## src/rtl/phy_mgmt_pkg.sv

```systemverilog
package phy_mgmt_pkg;

    localparam int NUM_REGS  = 32;
    localparam int DATA_W    = 16;
    localparam int IDX_W     = $clog2(NUM_REGS);

    localparam int IDX_CTRL    = 0;
    localparam int IDX_STATUS  = 1;
    localparam int IDX_ID_HI   = 2;
    localparam int IDX_ID_LO   = 3;
    localparam int IDX_ADV     = 4;
    localparam int IDX_PARTNER = 5;
    localparam int IDX_DIAG    = 18;

    localparam logic [DATA_W-1:0] STATUS_CONST  = 16'h782C;
    localparam logic [DATA_W-1:0] PARTNER_FIXED = 16'h4001;
    localparam logic [DATA_W-1:0] TECH_MASK     = 16'h01E0;

    localparam int ADV_10_FD  = 6;
    localparam int ADV_100_HD = 7;
    localparam int ADV_100_FD = 8;
    localparam int DIAG_SPEED = 10;
    localparam int DIAG_DUPLX = 11;

    typedef struct packed {
        logic spd100;
        logic fdx;
    } resolved_mode_t;

    function automatic logic [DATA_W-1:0] reset_value(input int idx);
        case (idx)
            IDX_CTRL:  return 16'h3100;
            IDX_ID_HI: return 16'h0300;
            IDX_ID_LO: return 16'hE400;
            IDX_ADV:   return 16'h01E1;
            default:   return '0;
        endcase
    endfunction

    function automatic logic is_synth(input logic [IDX_W-1:0] idx);
        return (idx == IDX_W'(IDX_STATUS)) || (idx == IDX_W'(IDX_PARTNER)) ||
               (idx == IDX_W'(IDX_DIAG));
    endfunction

    function automatic resolved_mode_t resolve(input logic [DATA_W-1:0] adv);
        resolved_mode_t m;
        m.spd100 = adv[ADV_100_HD] | adv[ADV_100_FD];
        m.fdx    = adv[ADV_10_FD]  | adv[ADV_100_FD];
        return m;
    endfunction

endpackage

```

## src/rtl/phy_reg_store.sv

```systemverilog
module phy_reg_store
    import phy_mgmt_pkg::*;
#(
    parameter int N = NUM_REGS,
    parameter int W = DATA_W,
    localparam int IW = $clog2(N)
) (
    input  logic          clk,
    input  logic          rst,
    input  logic [IW-1:0] idx,
    input  logic          we,
    input  logic [W-1:0]  wdata,
    output logic [W-1:0]  stored,
    output logic [W-1:0]  adv
);
    logic [W-1:0] cells [N];

    for (genvar g = 0; g < N; g++) begin : g_cell
        localparam logic [W-1:0] RV = W'(reset_value(g));
        always_ff @(posedge clk) begin
            if (rst)
                cells[g] <= RV;
            else if (we && idx == IW'(g))
                cells[g] <= wdata;
        end
    end

    assign stored = cells[idx];
    assign adv    = cells[IDX_ADV];
endmodule

```

## src/rtl/phy_read_view.sv

```systemverilog
module phy_read_view
    import phy_mgmt_pkg::*;
(
    input  logic [IDX_W-1:0]  idx,
    input  logic [DATA_W-1:0] stored,
    input  logic [DATA_W-1:0] adv,
    output logic [DATA_W-1:0] rdata,
    output resolved_mode_t    mode
);
    logic [DATA_W-1:0] diag_word;

    always_comb begin
        mode = resolve(adv);
        diag_word = '0;
        diag_word[DIAG_SPEED] = mode.spd100;
        diag_word[DIAG_DUPLX] = mode.fdx;
    end

    always_comb begin
        case (idx)
            IDX_W'(IDX_STATUS):  rdata = STATUS_CONST;
            IDX_W'(IDX_PARTNER): rdata = PARTNER_FIXED | (adv & TECH_MASK);
            IDX_W'(IDX_DIAG):    rdata = diag_word;
            default:             rdata = stored;
        endcase
    end
endmodule

```

## src/rtl/duplex_guard.sv

```systemverilog
module duplex_guard (
    input  logic clk,
    input  logic rst,
    input  logic enable,
    input  logic phy_fdx,
    input  logic mac_fdx,
    output logic mismatch
);
    always_ff @(posedge clk) begin
        if (rst)
            mismatch <= 1'b0;
        else if (enable)
            mismatch <= phy_fdx ^ mac_fdx;
    end
endmodule

```

## src/rtl/phy_mgmt_regbank.sv

```systemverilog
module phy_mgmt_regbank
    import phy_mgmt_pkg::*;
(
    input  logic              clk,
    input  logic              rst,
    input  logic [IDX_W-1:0]  reg_sel,
    input  logic              wr_en,
    input  logic [DATA_W-1:0] wr_data,
    output logic [DATA_W-1:0] rd_data,
    output logic              speed_100,
    output logic              full_duplex,
    input  logic              mac_full_duplex,
    input  logic              mac_enable,
    output logic              duplex_mismatch
);
    logic [DATA_W-1:0] stored_q;
    logic [DATA_W-1:0] adv_q;
    resolved_mode_t    mode;

    phy_reg_store #(.N(NUM_REGS), .W(DATA_W)) i_store (
        .clk    (clk),
        .rst    (rst),
        .idx    (reg_sel),
        .we     (wr_en),
        .wdata  (wr_data),
        .stored (stored_q),
        .adv    (adv_q)
    );

    phy_read_view i_view (
        .idx    (reg_sel),
        .stored (stored_q),
        .adv    (adv_q),
        .rdata  (rd_data),
        .mode   (mode)
    );

    assign speed_100   = mode.spd100;
    assign full_duplex = mode.fdx;

    duplex_guard i_guard (
        .clk      (clk),
        .rst      (rst),
        .enable   (mac_enable),
        .phy_fdx  (mode.fdx),
        .mac_fdx  (mac_full_duplex),
        .mismatch (duplex_mismatch)
    );
endmodule

```

## config.mk

```make
export PLATFORM = sky130hd
export DESIGN_NAME = phy_mgmt_regbank
export DESIGN_NICKNAME = d
export VERILOG_FILES = /design/src/rtl/phy_mgmt_pkg.sv /design/src/rtl/phy_reg_store.sv /design/src/rtl/phy_read_view.sv /design/src/rtl/duplex_guard.sv /design/src/rtl/phy_mgmt_regbank.sv
export SDC_FILE = /design/constraint.sdc
export NUM_CORES = 1
export LEC_CHECK = 0
export BUFFER_PORTS_ARGS = -buffer_cell sky130_fd_sc_hd__buf_2
export CAP_MARGIN = 20
export CORE_MARGIN = 2
export CORE_UTILIZATION = 55
export CTS_CLUSTER_SIZE = 8
export DETAILED_ROUTE_END_ITERATION = 12
export PLACE_DENSITY = 0.71
export SKIP_CTS_REPAIR_TIMING = 1
export SLEW_MARGIN = 5
export SYNTH_ARGS = -nofsm -noshare
export SYNTH_HDL_FRONTEND = slang
export SYNTH_HIERARCHICAL = 1
export SYNTH_SLANG_ARGS = --single-unit
```

## constraint.sdc

```tcl
create_clock -name clk -period 3.4 [get_ports clk]
set_input_delay 0.34 -clock clk [delete_from_list [all_inputs] [get_ports clk]]
set_output_delay 0.34 -clock clk [all_outputs]
set_load 0.05 [all_outputs]
```

==> results of run 1 <==
tightest hold or removal path: cells and delay by family:
kind,cells,cell delay (ns)
xor gates and xnor gates,1,0.13
AOI/OAI and AO/OA,1,0.07
buffers and inverters,1,0.09
cells in the mapped netlist (2+ instances only):
cell type / count
nor2b_1: 4
clkbuf_1: 95
inv_1: 3
o22ai_1: 32
o31ai_1: 9
a21o_1: 16
a22o_2: 2
a2111oi_2: 5
clkbuf_2: 3
buf_2: 34
nor3_1: 4
buf_6: 7
and2_2: 4
nand2b_1: 3
mux2i_1: 110
o21a_1: 8
mux2_2: 16
a21oi_1: 3
o21ai_0: 2
buf_4: 11
o221ai_1: 7
nand2_1: 22
o21bai_1: 16
a221oi_1: 13
nor2_1: 64
a311oi_1: 2
a21o_2: 5
nand3_1: 4
edfxtp_1: 512
a211oi_1: 12
nand4_1: 2
and2_1: 499
mux4_2: 80
a22oi_1: 8
or3_1: 15
registers in the layout, summed over array words and instances, names as in the netlist:
| register | count |
|---|---|
| i_guard/mismatch | 1 |
| i_store/cells | 512 |
worst max path at each step:
stage	from	end	slack (ns)
3_5_place_dp	reg_sel[1]	rd_data[5]	0.25
4_1_cts	reg_sel[1]	rd_data[5]	0.21
3_3_place_gp	reg_sel[1]	rd_data[5]	0.25
5_1_grt	reg_sel[1]	rd_data[15]	0.14
6_report	reg_sel[1]	rd_data[5]	0.14
2_1_floorplan	reg_sel[2]	rd_data[10]	0.76
final cells by class:
type	instances	area share [%]
repair buffers	180	5.05
well taps	585	2.66
flip-flops and latches	513	56.0
clock buffers	83	7.02
clock inverters	7	0.269
inverters	4	0.0546
multi-input cells	981	28.9
metal layers:
metal / up-vias / GRT usage [%] / part of all wire [%]
li1: 6246 / - / -
met1: 7393 / 41.1 / 39
met2: 800 / 47.3 / 47
met3: 159 / 6.19 / 10
met4: 2 / 12.2 / 3.9
met5: - / 0 / 0.020
stage by stage:
| step | setup slack [ns] | total power [mW] | instance area, um^2 | utilization (%) | std cells |
|---|---|---|---|---|---|
| finish | 0.144 | 15.4 | 27500 | 63.7 | 2353 |
| floorplan | 0.759 | 8.35 | 24100 | - | 1648 |
| global placement | 0.248 | 8.92 | 25400 | 58.9 | 2257 |
| detailed placement | 0.246 | 8.95 | 25500 | 59.0 | 2261 |
| CTS | 0.215 | 15.4 | 27500 | 63.6 | 2351 |
| global route | 0.144 | 15.8 | 27500 | 63.7 | 2353 |
logic make-up (layout without fill, tap and decap cells):
kind of cell	Yosys count	count (layout)
simple gates	628	628
flops	513	513
mux	206	206
buf+inv	154	274
compound gates	146	146
xor+xnor	1	1
power groups by stage:
stage                     clock network (mW)  logic (mW)  registers [mW]
after floorplan                            0       0.861            7.49
after global placement                     0        1.41            7.51
after detailed placement                   0        1.42            7.53
after CTS                               6.60        1.43            7.42
after global routing                    6.82        1.50            7.44
final                                   6.51        1.44            7.41
==> summary.md, run 1 <==
| Metric | Value |
|---|---|
| Die area | `45400 um^2` |
| Clock Skew | `0.00491 ns` |
| Cell internal pwr | `11.8 mW` |
| WP buf/inv | `5` |
| Setup violations, final | `0` |
| Core ar. | `43200 um^2` |
| Avg Inst Size Synth | `14.6 um^2` |
| Worst IR Drop VDD | `0.353 mV` |
| Worst path arrival time | `2.92 ns` |
| P_leak | `10.1 nW` |
| Number of cells on the critical path | `11` |
| Synth Area in Adders | `0%` |
| Number of synthesized flops with an enable pin | `512` |
| CTS tree | `done` |
| Distinct cell type count after synthesis | `51` |
| Final TNS setup | `0 ns` |
| Register bit total from synthesis | `513` |
| Achievable Freq | `0.307 GHz` |
| Post-layout minimum cycle time | `3.26 ns` |
| Routability cong. | `0.982` |
| CP most frequent cell | `buf_12` |
| Port Buffers | `44` |
| Register-to-register setup slack | `2.15 ns` |
| Clock Latency Late Sink | `0.60 ns` |
| Crit path max-delay family | `buffers and inverters` |
| Iter 0 DRT Violations | `1646` |
| Ys Warns | `6` |
| Via density | `6.20` |
| Clock power frac | `42.3%` |
| Post-Synth XOR/XNOR Area | `0.0364%` |
| Post-synthesis mux area share | `12.8%` |
| Register Area | `15400 um^2` |
| Worst min path class | `input port to register` |
| Worst-Margin Slew | `1.05 ns` |
| CTS Buf Count | `74` |
| Post-synth net total | `1674` |
| Fillers | `3101` |
| Sequential share of power | `48.3%` |
| Combinational power share | `9.4%` |
| Worst hold stages | `3` |
| Combinational family with the most area after synthesis | `simple AND/OR/NAND/NOR gates` |
| Largest net degree at the start of global routing | `37` |
| Slowest stage cell, crit path | `clkbuf_8` |
| Clock root buffer | `clkbuf_16` |
| WP data required | `3.06 ns` |
| Clock Path Buffers | `3` |
| Die Y | `213 um` |
| Hold Path Sink | `i_guard/mismatch` |
| Cell area after synthesis | `24100 um^2` |
| Relative slew slack | `29.8%` |
| Max-cap violations | `0` |
| Share of the synthesized area in the top cell type | `63.9%` |
| GRT Total Usage | `30.0%` |
| Worst reg2reg path depth | `3` |
| NumNets Final | `1780` |
| R2R Path End | `i_guard/mismatch` |
| N_diodes | `0` |
| Synth Area in Compound Gates | `4.72%` |
| # rows | `76` |
| Initial Utilization | `55.7%` |
| Clock transition at path regs | `0.05 ns` |
| Crit path kind | `input port to primary output` |
| Vias | `14600` |
| DP Wirelength | `40500 um` |
| WL/cell | `27.9 um` |
| Primary FF master, synth | `edfxtp_1` |
| Min-Delay Startpoint | `mac_full_duplex` |
| Hold Fails Final Rpt | `0` |
| H-tree depth | `3` |
| Area of the multi-input gates | `7950 um^2` |
| Min Hold Slack | `0.0787 ns` |
| Initial antenna violation count | `2` |
| Boundary pin count | `45` |
| Routed WL | `65600 um` |
| Worst setup EP type | `primary output` |
| Area delta synth->final | `14.2%` |
| Most frequent cells in the layout | `512 x edfxtp_1, 499 x and2_1, 125 x buf_4` |
| Post-synthesis sequential area ratio | `64.0%` |
| Power per cell area | `559 nW/um^2` |
| RSZ-0062 raised after global routing | `no` |
| Simple-Gate Fraction of Synth Area | `15.5%` |
| Commonest non-fill, non-tap cell in the layout | `edfxtp_1` |
| Grt total ovfl | `0` |
| 1st-pass router iterations | `7` |
| Period utilisation layout | `95.8%` |
| Vias in the first global route | `14700` |
| Pins Over Slew Limit | `0` |
| Worst-path fanout max | `36` |
| Outcome | `complete, no violations` |
| Asr flop ratio synth | `0%` |
| NetSw | `3.58 mW` |
| Remaining antenna violation count | `0` |
| Top cells by area, synth | `edfxtp_1 64%, and2_1 13%, mux4_2 7.5%, mux2i_1 4.6%, clkbuf_1 1.5%` |
| Sw Share | `23.3%` |
| Mapped Cells | `1648` |
| First-pass GRT wire length | `96400 um` |
| FF-to-FF Start | `i_store/cells[4][8]` |
| Layout cells sized above 1 | `21.4%` |
| Area leader, netlist | `edfxtp_1` |
| CP startpoint kind | `input port` |
| DRC viols | `0` |
| Chip Width | `213 um` |
| Clock sinks | `513` |
| Cell Chain, Critical Path | `clkbuf_8, buf_12, buf_12, buf_4, mux2i_1, o22ai_1, a2111oi_2, nor2_1, nand2_1, o22ai_1, buf_12` |
| Slowest stage delay, CP | `0.42 ns` |
Note: power is estimated with default switching activity, not from simulation.
==> run 2: changes to the inputs <==
BUFFER_PORTS_ARGS = default   (was -buffer_cell sky130_fd_sc_hd__buf_2)
DONT_BUFFER_PORTS = 1   (was default)
PLACE_DENSITY = 0.68   (was 0.71)
==> summary.md, run 2 (synthesis results as in run 1) <==
| Metric | Value |
|---|---|
| Outcome | `complete, no violations (unchanged)` |
| Vias in the first global route | `13800 (was 14700)` |
| Final instance area | `26900 um^2 (was 27500 um^2)` |
| Fillers | `3256 (was 3101)` |
| Clock transition at path regs | `0.05 ns (about the same)` |
| Most frequent cells in the layout | `512 x edfxtp_1, 499 x and2_1, 110 x mux2i_1 (was 512 x edfxtp_1, 499 x and2_1, 125 x buf_4)` |
| Clock Latency Late Sink | `0.58 ns (was 0.60 ns)` |
| Clock Path Buffers | `3 (unchanged)` |
| Worst setup EP type | `primary output (unchanged)` |
| Dpl cell area | `24500 um^2 (was 25500 um^2)` |
| Via density | `6.19 (was 6.20)` |
| CP startpoint kind | `register (was input port)` |
| Worst-path fanout max | `2 (was 36)` |
| Clock root buffer | `clkbuf_16 (unchanged)` |
| Clock Skew | `0.00570 ns (was 0.00491 ns)` |
| Cell internal pwr | `11.7 mW (was 11.8 mW)` |
| Min Hold Slack | `0.0483 ns (was 0.0787 ns)` |
| WL/cell | `28.8 um (was 27.9 um)` |
| CTS Buf Count | `74 (unchanged)` |
| Hold Fails Final Rpt | `0 (unchanged)` |
| Initial antenna violation count | `0 (was 2)` |
| # rows | `76 (unchanged)` |
| Sequential share of power | `49.2% (was 48.3%)` |
| Cells after DPL | `2139 (was 2261)` |
| Routed WL | `64900 um (was 65600 um)` |
| 1st-pass router iterations | `6 (was 7)` |
| First-pass GRT wire length | `93200 um (was 96400 um)` |
| Chip Width | `213 um (unchanged)` |
| Worst min path class | `input port to register (unchanged)` |
| Power per cell area | `561 nW/um^2 (was 559 nW/um^2)` |
| Layout Cells excl Fill | `2252 (was 2353)` |
| Reg with most FFs | `i_store/cells (unchanged)` |
| Largest net degree at the start of global routing | `183 (was 37)` |
| Clock power frac | `42.7% (was 42.3%)` |
| Port Buffers | `0 (was 44)` |
| Clock sinks | `513 (unchanged)` |
| Achievable Freq | `0.315 GHz (was 0.307 GHz)` |
| Layout cells sized above 1 | `16.5% (was 21.4%)` |
| Relative slew slack | `24.5% (was 29.8%)` |
| Sw Share | `22.6% (was 23.3%)` |
| Area delta synth->final | `11.7% (was 14.2%)` |
| Core ar. | `43200 um^2 (unchanged)` |
| Grt total ovfl | `0 (unchanged)` |
| DP Wirelength | `38700 um (was 40500 um)` |
| Setup violations, final | `0 (unchanged)` |
| DRC viols | `0 (unchanged)` |
| RSZ-0062 raised after global routing | `no (unchanged)` |
| NetSw | `3.41 mW (was 3.58 mW)` |
| Boundary pin count | `45 (unchanged)` |
| Combinational power share | `8.1% (was 9.4%)` |
| Pins Over Slew Limit | `0 (unchanged)` |
| Worst-Margin Slew | `1.13 ns (was 1.05 ns)` |
| Remaining antenna violation count | `0 (unchanged)` |
| Post-layout minimum cycle time | `3.18 ns (was 3.26 ns)` |
| Period utilisation layout | `93.5% (was 95.8%)` |
| Worst path arrival time | `2.84 ns (was 2.92 ns)` |
| Max-cap violations | `0 (unchanged)` |
| Register Area | `15400 um^2 (unchanged)` |
| GRT Total Usage | `29.0% (was 30.0%)` |
| Die area | `45400 um^2 (unchanged)` |
| Top Registers | `i_store/cells (512), i_guard/mismatch (1) (unchanged)` |
| P_leak | `9.63 nW (was 10.1 nW)` |
| Routability cong. | `0.956 (was 0.982)` |
| Die Y | `213 um (unchanged)` |
| Final Power | `15.1 mW (was 15.4 mW)` |
| WP data required | `3.06 ns (about the same)` |
| Max reg flops | `512 (unchanged)` |
| Initial Utilization | `55.7% (unchanged)` |
| NumNets Final | `1677 (was 1780)` |
| Commonest non-fill, non-tap cell in the layout | `edfxtp_1 (unchanged)` |
| Crit path kind | `register to primary output (was input port to primary output)` |
| Worst IR Drop VDD | `0.372 mV (was 0.353 mV)` |
| Iter 0 DRT Violations | `1758 (was 1646)` |
| H-tree depth | `3 (unchanged)` |
| CTS tree | `done (unchanged)` |
| Area of the multi-input gates | `7960 um^2 (was 7950 um^2)` |
| Vias | `13900 (was 14600)` |
| Final TNS setup | `0 ns (unchanged)` |
[run 2: changes by cell type in the layout (fill, tap and decap cells not counted), sizes merged]
| cell | change |
|---|---|
| clkinv | +1 |
| diode | +2 |
| clkinvlp | -1 |
| buf | -106 |
| clkbuf | -1 |
| dlygate4sd3 | +4 |
[run 2: critical path, cell delays in order (launching register included)]
cell and delay [ns]:
edfxtp_1 0.35, mux2i_1 0.29, o22ai_1 0.13, a221oi_1 0.70, a22oi_1 0.19, o21a_1 0.21, a22o_2 0.37
[run 2: final timing paths]
path	start	end	slack, ns	cells after the start
worst min-delay path	rst	i_store/cells[3][14]	0.05	1
worst max register to register	i_store/cells[4][8]	i_guard/mismatch	1.45	4
worst min register to register	i_guard/mismatch	i_guard/mismatch	1.35	3
worst max-delay path	i_store/cells[26][7]	rd_data[7]	0.22	6
[run 2: per-layer routing]
layer	vias up	wire [um]	track usage, %
li1	6042	-	-
met1	7119	25700	39.0
met2	658	31500	46.4
met3	130	5350	6.34
met4	0	2350	11.3
met5	-	0	0
[run 2: area by class of cell]
class	instances	area share [%]
well taps	585	2.72
flip-flops and latches	513	57.3
diodes	2	0.0186
inverters	4	0.0559
multi-input cells	981	29.6
repair buffers	77	2.91
clock inverters	7	0.284
clock buffers	83	7.10
[run 2: power by group through the flow]
stage                     Combinational (mW)  Sequential (mW)  Clock, mW
after floorplan                        0.861             7.49          0
after global placement                  1.04             7.51          0
after detailed placement                1.05             7.53          0
after CTS                               1.05             7.42       6.55
after global routing                    1.26             7.44       6.83
final                                   1.22             7.42       6.45
[run 2: per-stage QoR]
| stage | setup slack [ns] | utilization, % |
|---|---|---|
| 3_5_place_dp | 0.458 | 56.8 |
| 5_1_grt | 0.121 | 62.2 |
| 2_1_floorplan | 0.759 | - |
| 3_3_place_gp | 0.504 | 56.8 |
| 4_1_cts | 0.252 | 61.4 |
| 6_report | 0.220 | 62.2 |
==> run 3: changes to the inputs <==
SKIP_CTS_REPAIR_TIMING = default   (was 1)
SLEW_MARGIN = default   (was 5)
clock period = 3.1 ns   (was 3.4 ns; I/O delays follow)
==> summary.md, run 3 (synthesis results as in run 1) <==
| Metric | Value |
|---|---|
| Worst path arrival time | `2.76 ns (was 2.84 ns)` |
| Die Y | `213 um (unchanged)` |
| Met3 WL | `6060 um (was 5350 um)` |
| Worst min path class | `input port to register (unchanged)` |
| Clock sinks | `513 (unchanged)` |
| Achievable Freq | `0.326 GHz` |
| Chip Width | `213 um (unchanged)` |
| RSZ-0062 raised after global routing | `no (unchanged)` |
| Clock Skew | `0.00108 ns (was 0.00570 ns)` |
| Routed length on met1 | `25700 um (about the same)` |
| # rows | `76 (unchanged)` |
| Clock root buffer | `clkbuf_16 (unchanged)` |
| Hold Fails Final Rpt | `0 (unchanged)` |
| Commonest non-fill, non-tap cell in the layout | `edfxtp_1 (unchanged)` |
| Initial Utilization | `55.7% (unchanged)` |
| Routed WL | `63000 um (was 64900 um)` |
| Routed wl met2 | `29500 um (was 31500 um)` |
| Post-layout minimum cycle time | `3.07 ns` |
| Clock Latency Late Sink | `0.58 ns (about the same)` |
| P_leak | `9.71 nW (was 9.63 nW)` |
| Boundary pin count | `45 (unchanged)` |
| H-tree depth | `3 (unchanged)` |
| Largest net degree at the start of global routing | `183 (unchanged)` |
| Area delta synth->final | `12.3% (was 11.7%)` |
| Grt total ovfl | `0 (unchanged)` |
| Layout cells sized above 1 | `17.2% (was 16.5%)` |
| Routability cong. | `0.900 (was 0.956)` |
| Highest Signal Layer | `met5 (was met4)` |
| Worst IR Drop VDD | `0.407 mV (was 0.372 mV)` |
| NumNets Final | `1692 (was 1677)` |
| WL/cell | `27.8 um (was 28.8 um)` |
| Iter 0 DRT Violations | `1728 (was 1758)` |
| Setup WS post-layout | `0.0319 ns (was 0.220 ns)` |
| Vias in the first global route | `13600 (was 13800)` |
| Final TNS setup | `0 ns (unchanged)` |
| First-pass GRT wire length | `92700 um (was 93200 um)` |
| Remaining antenna violation count | `0 (unchanged)` |
| Vias | `13900 (about the same)` |
| Max reg flops | `512 (unchanged)` |
| Final Power | `16.5 mW (was 15.1 mW)` |
| Power per cell area | `612 nW/um^2 (was 561 nW/um^2)` |
| Initial antenna violation count | `6 (was 0)` |
| DP Wirelength | `37000 um (was 38700 um)` |
| CTS Buf Count | `74 (unchanged)` |
| Fillers | `3186 (was 3256)` |
| Worst-path fanout max | `1 (was 2)` |
| Reg with most FFs | `i_store/cells (unchanged)` |
| Top Registers | `i_store/cells (512), i_guard/mismatch (1) (unchanged)` |
| WP data required | `2.79 ns (was 3.06 ns)` |
| 1st-pass router iterations | `6 (unchanged)` |
| Clock transition at path regs | `0.05 ns (about the same)` |
| Relative slew slack | `37.2% (was 24.5%)` |
| Outcome | `complete, no violations (unchanged)` |
| Dpl ws | `0.341 ns (was 0.458 ns)` |
| Pins Over Slew Limit | `0 (unchanged)` |
| GRT Total Usage | `28.7% (was 29.0%)` |
| Clock Path Buffers | `3 (unchanged)` |
| CP startpoint kind | `register (unchanged)` |
| Via density | `6.14 (was 6.19)` |
| Setup violations, final | `0 (unchanged)` |
| DRC viols | `0 (unchanged)` |
| Most frequent cells in the layout | `512 x edfxtp_1, 499 x and2_1, 110 x mux2i_1 (unchanged)` |
| Worst setup EP type | `primary output (unchanged)` |
| Port Buffers | `0 (unchanged)` |
| Crit path kind | `register to primary output (unchanged)` |
| Max-cap violations | `0 (unchanged)` |
| Worst-Margin Slew | `0.939 ns (was 1.13 ns)` |
| Die area | `45400 um^2 (unchanged)` |
| Period utilisation layout | `99.0%` |
| Core ar. | `43200 um^2 (unchanged)` |
| CTS tree | `done (unchanged)` |
-- run 3: cell types whose count changed in the layout (fill, tap and decap cells not counted), moves of 2 or more --
cell	before	now
buf_8	0	2
a211oi_2	1	5
buf_16	0	2
buf_4	56	69
inv_6	4	1
a211oi_1	12	8
buf_12	15	13
-- run 3: where the power goes --
part           internal, mW  switching (mW)
combinational         0.503           0.843
sequential             8.03           0.106
clock                  4.32            2.72
total                  12.9            3.67
-- run 3: path summary, 6_finish.rpt --
kind / start / end / slack (ns) / depth (start not counted)
max: i_store/cells[0][0] / rd_data[0] / 0.03 / 4
min: wr_data[12] / i_store/cells[30][12] / 0.14 / 2
max reg2reg: i_store/cells[4][8] / i_guard/mismatch / 1.20 / 4
min reg2reg: i_guard/mismatch / i_guard/mismatch / 1.35 / 3
-- run 3: timing repair --
action / in CTS / in global routing
endpoints found under the hold margin: 514 / 0
hold buffers: 18 / 0
setup endpoints to repair: 0 / 4
gates resized for setup: 0 / 4
setup buffers: 0 / 0
-- run 3: final cells by class --
class	count	area [um^2]	share of cell area, %
antenna	1	2.50	0.00926
tap	585	732	2.71
multi-input combinational	981	7980	29.5
clock buffer	85	1940	7.16
inverter	4	15.0	0.0556
timing repair buffer	92	923	3.42
clock inverter	3	33.8	0.125
sequential	513	15400	57.0
-- run 3: per-layer routing --
metal	GRT usage (%)	vias up
li1	-	6066
met1	40.5	7039
met2	44.4	674
met3	7.00	110
met4	8.74	2
met5	0	-
-- run 3: critical path: stages, from the launching register on --
cell and delay (ns):
edfxtp_1 0.36, mux4_2 0.52, a211oi_1 0.68, a21oi_1 0.27, a21o_2 0.36
-- run 3: metrics by stage --
| step | cells | cell area [um^2] | hold WS, ns | utilization [%] |
|---|---|---|---|---|
| after floorplan | 1648 | 24100 | 0.375 | - |
| after detailed placement | 2153 | 24600 | 0.379 | 57.1 |
| after CTS | 2259 | 26900 | 0.123 | 62.3 |
| final | 2264 | 27000 | 0.138 | 62.6 |
| after global routing | 2263 | 27000 | 0.132 | 62.6 |
| after global placement | 2153 | 24600 | 0.378 | 57.1 |
